<file path="src/rtl/tdc_centroid.sv">
module tdc_centroid #(
  parameter int NBINS  = 64,
  parameter int CODE_W = 8,
  parameter int CNT_W  = 32,
  parameter int FRAC_W = 10,
  parameter int RUN_W  = 32,
  parameter int DROP_W = 32,
  localparam int IDX_W = $clog2(NBINS),
  localparam int QW    = IDX_W + FRAC_W
) (
  input  logic              clk,
  input  logic              rst_n,
  input  logic              start,
  input  logic [RUN_W-1:0]  run_len,
  input  logic              win_strobe,
  input  logic              ev_valid,
  input  logic [CODE_W-1:0] ev_code,
  output logic              busy,
  output logic              done,
  output logic              empty,
  output logic [QW-1:0]     centroid,
  output logic [DROP_W-1:0] drop_cnt
);
  localparam int TOT_W  = CNT_W + IDX_W;
  localparam int WS_W   = TOT_W + IDX_W;
  localparam int STEP_W = $clog2(QW);

  typedef enum logic [1:0] {S_IDLE, S_RUN, S_END, S_DIV} st_t;

  st_t               st;
  logic [CNT_W-1:0]  hist [NBINS];
  logic [RUN_W-1:0]  len_q, scnt;
  logic              win_open;
  logic [TOT_W-1:0]  total, rem;
  logic [WS_W-1:0]   wsum;
  logic [QW-1:0]     dlo, quo;
  logic [STEP_W-1:0] step;
  logic [TOT_W:0]    trial, diff;
  logic              ge;

  wire [IDX_W-1:0] bin      = ev_code[IDX_W-1:0];
  wire             in_range = ev_code < CODE_W'(NBINS);
  wire             running  = (st == S_RUN) && !start;
  wire             accept   = running && ev_valid && win_open && in_range;
  wire             drop_ev  = running && ev_valid && !(win_open && in_range);
  wire             full     = hist[bin] == '1;

  assign busy  = st != S_IDLE;
  assign trial = {rem, dlo[QW-1]};
  assign diff  = trial - {1'b0, total};
  assign ge    = !diff[TOT_W];

  always_ff @(posedge clk or negedge rst_n) begin
    if (!rst_n) begin
      for (int i = 0; i < NBINS; i++) hist[i] <= '0;
    end else if (start) begin
      for (int i = 0; i < NBINS; i++) hist[i] <= '0;
    end else if (accept && !full) begin
      hist[bin] <= hist[bin] + 1'b1;
    end
  end

  always_ff @(posedge clk or negedge rst_n) begin
    if (!rst_n) begin
      st <= S_IDLE; len_q <= '0; scnt <= '0; win_open <= 1'b0;
      total <= '0; wsum <= '0; drop_cnt <= '0;
      done <= 1'b0; empty <= 1'b0; centroid <= '0;
      rem <= '0; dlo <= '0; quo <= '0; step <= '0;
    end else if (start) begin
      st <= S_RUN; len_q <= run_len; scnt <= '0; win_open <= 1'b0;
      total <= '0; wsum <= '0; drop_cnt <= '0;
      done <= 1'b0; empty <= 1'b0; centroid <= '0;
    end else begin
      case (st)
        S_RUN: begin
          if (accept && !full) begin
            total <= total + 1'b1;
            wsum  <= wsum + WS_W'(bin);
          end
          if (drop_ev && drop_cnt != '1) drop_cnt <= drop_cnt + 1'b1;
          if (win_strobe) begin
            if (scnt == len_q) begin
              win_open <= 1'b0;
              st       <= S_END;
            end else begin
              scnt     <= scnt + 1'b1;
              win_open <= 1'b1;
            end
          end
        end
        S_END: begin
          if (total == '0) begin
            empty <= 1'b1;
            done  <= 1'b1;
            st    <= S_IDLE;
          end else begin
            rem  <= wsum[WS_W-1:IDX_W];
            dlo  <= {wsum[IDX_W-1:0], {FRAC_W{1'b0}}};
            quo  <= '0;
            step <= STEP_W'(QW - 1);
            st   <= S_DIV;
          end
        end
        S_DIV: begin
          rem <= ge ? diff[TOT_W-1:0] : trial[TOT_W-1:0];
          dlo <= dlo << 1;
          quo <= {quo[QW-2:0], ge};
          if (step == '0) begin
            centroid <= {quo[QW-2:0], ge};
            done     <= 1'b1;
            st       <= S_IDLE;
          end else begin
            step <= step - 1'b1;
          end
        end
        default: ;
      endcase
    end
  end
endmodule


</file>
<file path="config.mk">
export PLATFORM = sky130hd
export DESIGN_NAME = tdc_centroid
export DESIGN_NICKNAME = d
export VERILOG_FILES = /design/src/rtl/tdc_centroid.sv
export SDC_FILE = /design/constraint.sdc
export NUM_CORES = 2
export LEC_CHECK = 0
export CORE_ASPECT_RATIO = 1.25
export CORE_MARGIN = 4
export CORE_UTILIZATION = 34
export DETAILED_ROUTE_END_ITERATION = 8
export PLACE_DENSITY = 0.59
export SYNTH_ARGS = -nofsm -noshare
export SYNTH_HDL_FRONTEND = slang
export SYNTH_SLANG_ARGS = --single-unit
</file>
<file path="constraint.sdc">
create_clock -name clk -period 4.8 [get_ports clk]
set_input_delay 0.48 -clock clk [delete_from_list [all_inputs] [get_ports clk]]
set_output_delay 0.48 -clock clk [all_outputs]
set_load 0.05 [all_outputs]
</file>
==> flow_summary.json <==
{
  "root_buffer": "clkbuf_16",
  "synthXorXnorAreaFrac_pct": 1.22,
  "clock-skew-final_ns": 0.100,
  "synth_top_family_by_area": "multiplexers",
  "drv_cap": 0,
  "peakVddDrop_mv": 0.330,
  "place.gp.congestion": 0.962,
  "synthTopCellsByArea": "dfrtp_1, mux2i_1, nand2_1",
  "synth_fp_nets": 10700,
  "cts.htree.levels": 4,
  "dp_hpwl_microns": 306000,
  "yosysTopAreaCellShare_pct": 49.6,
  "coreArea_sq_mm": 0.341,
  "port-buffer-count": 95,
  "hold_path_class": "input pin to asynchronous set/reset pin",
  "die_w_microns": 531,
  "synth-seq-cells": 2310,
  "drt_iter0_drc": 9925,
  "ant_nets": 0,
  "seq_area_frac_synth_pct": 49.6,
  "synthMuxAreaShare_pct": 19.9,
  "synth-edff-count": 0,
  "grt_pass1_wl_microns": 655000,
  "cts_tree": "done",
  "fin_util_pct": 41.6,
  "vias": 92200,
  "power_density_mw_per_mm2": 325,
  "synth_simple_gate_area_share_pct": 11.7,
  "fin_crit_sh_pct": 97.9,
  "initial_core_util_pct": 34.1,
  "finalWirelength_microns": 447000,
  "worst-endpoint-required_ns": 5.52,
  "fmax_mhz": 213,
  "setup_violations": 0,
  "finalCriticalPeriod_ns": 4.70,
  "whs_ns": 0.204,
  "synth_compound_area_share_pct": 12.0,
  "route.detailed.drc": 0,
  "rsz0062_at_grt": "false",
  "slew_viol_final": 0,
  "grt_pass1_vias": 93700,
  "syn_area_per_cell_sq_um": 10.9,
  "seqCellArea_sq_mm": 0.0578,
  "hold_viol_final": 0,
  "io_pins": 96,
  "setup_tns_ns": 0,
  "clk_latency_ns": 0.96,
  "cts_buffers": 237,
  "area.growth.synth_to_final_pct": 21.9,
  "synthFlopType": "dfrtp_1",
  "ys_async_sr_fraction_pct": 100,
  "leakagePower_nw": 71.3,
  "syn_inst": 10600,
  "grtUsageTotal_pct": 24.7,
  "grt_start_max_net_pins": 219,
  "dr.pass1.iters": 6,
  "status": "finished clean",
  "fillCellCount": 31700,
  "crit_fanout": 20,
  "crit_path_end_kind": "register",
  "clockBufferDepth": 4,
  "post_cts.repair.setup_buffers": 0,
  "syn_area_sq_mm": 0.116,
  "antenna_found_initial": 9,
  "slew_headroom_pct": 11.8,
  "final_nets": 11300,
  "multi_input_area_sq_mm": 0.0534,
  "yosysTopAreaCell": "dfrtp_1",
  "die_h_microns": 662,
  "cts.clk_slew.worst_paths_ns": 0.07,
  "fp-row-count": 240,
  "cp-start-kind": "input pin",
  "arrival_ns": 5.42,
  "grt.overflow.total": 0,
  "synth_cell_types": 92,
  "dieArea_sq_mm": 0.352,
  "worstMarginPinSlew_ns": 1.32,
  "ys_warn_count": 0,
  "worstSetupPathType": "input pin to register",
  "drt-wirelength-per-cell_microns": 28.1,
  "via_per_inst": 5.80,
  "cts_sinks": 2310,
  "synthAdderAreaFrac_pct": 0.572,
  "drive_gt1_share_pct": 23.2
}
routing by layer:
layer	part of all wire, %	track usage (%)	vias up
li1	-	-	39300
met3	7.3	4.18	1142
met1	40	31.6	47700
met4	7.3	15.0	2
met5	0.0022	0	-
met2	46	39.4	4084
kinds of logic after synthesis:
logic type | count (synthesis)
multiplexers | 2092
AND/OR/NAND/NOR | 3067
adder cells (fa/ha/maj) | 52
flip-flops | 2310
buffers and inverters | 1158
AO/OA/AOI/OAI | 1811
XOR/XNOR | 158
through the flow:
stage               total power [W]  area, sq um  cells  worst slack (ns)
finish                       0.0461       142000  15900            0.0994
global route                 0.0475       142000  15900            0.0927
CTS                          0.0463       142000  15900             0.221
detailed placement           0.0269       134000  15500            -0.959
floorplan                    0.0239       116000  10600             0.280
global placement             0.0269       134000  15500             -1.58
placed cells by master (no fill, tap or decap), types with 29 or more instances in the layout:
cell type,instances
a211oi_1,33
a21oi_1,177
a221o_1,64
a221oi_1,204
a22o_1,66
a22oi_1,178
a31o_1,123
a31o_2,417
and3_1,29
buf_12,477
buf_4,834
clkbuf_1,44
clkbuf_16,240
clkbuf_8,49
clkdlybuf4s50_1,90
clkinv_2,46
dfrtp_1,2310
ha_1,50
inv_1,87
mux2_2,237
mux2i_1,1690
mux4_2,150
nand2_1,1769
nand3_1,83
nand4_1,89
nand4_4,43
nor2_1,738
nor3_1,60
o21ai_0,175
o22ai_1,85
o2bb2ai_1,43
or3_1,39
xnor2_1,87
xor2_1,42
cell type report:
| class | instances | area share, % |
|---|---|---|
| flip-flops and latches | 2310 | 40.7 |
| multi-input cells | 7180 | 37.6 |
| well taps | 4477 | 3.95 |
| clock buffers | 333 | 4.82 |
| repair buffers | 1409 | 11.9 |
| diodes | 10 | 0.0176 |
| inverters | 91 | 0.255 |
| clock inverters | 90 | 0.781 |
critical path: stages:
cell      delay (ns)
buf_8           0.30
buf_12          0.24
buf_12          0.20
buf_4           0.17
mux4_2          0.51
mux2i_2         0.60
buf_4           0.23
o22ai_1         0.09
or4_1           0.53
nand4_1         0.13
and4bb_1        0.27
nand4_4         0.19
buf_4           0.39
nand4_4         0.45
buf_4           0.38
mux2i_1         0.14
synthesized netlist by cell type (all sizes together), types with 23 or more instances:
cell type and n:
inv 91, nand2b 26, or3 47, a211oi 33, and3 31, nand2 1772, a221oi 204, nand3 83
a21o 23, a31oi 28, o21ai 184, o2bb2ai 43, or4 27, nand4 133, a221o 64, o22ai 85
buf 527, ha 50, nor4 30, a22oi 178, clkbuf 540, a22o 66, nor3 63, dfrtp 2310
xor2 62, mux2i 1691, a31o 540, mux4 150, nor2 742, a21oi 177, and2 28, o221ai 26
mux2 251, xnor2 96
flip-flops by register name (all words and copies together) (netlist names), 15 cells and up:
signal    count
rem          38
scnt         32
len_q        32
drop_cnt     32
total        38
centroid     16
wsum         44
hist       2048
quo          15
final timing paths:
kind                                   from   endpoint  slack, ns  depth (start not counted)
worst min-delay path                  rst_n  hist[837]       0.20                          2
max in group asynchronous             rst_n  hist[343]       3.00                          4
worst max register to register   hist[1162]  hist[288]       0.18                         15
worst min register to register      dlo[10]    dlo[10]       0.50                          2
worst max-delay path             ev_code[0]  hist[288]        0.1                         16
min in group clk                run_len[26]  len_q[26]       0.21                          2
report_power, final:
group / internal (W) / switching, W
logic: 0.00240 / 0.00438
registers: 0.0197 / 0.000221
clock network: 0.0110 / 0.00836
repair_timing:
item | in CTS | in global routing
hold endpoints to repair | 100 | 0
resized for setup | 1 | 0
setup endpoints to repair | 3 | 0
hold buffers | 2 | 0
(Power assumes the default switching activity.)
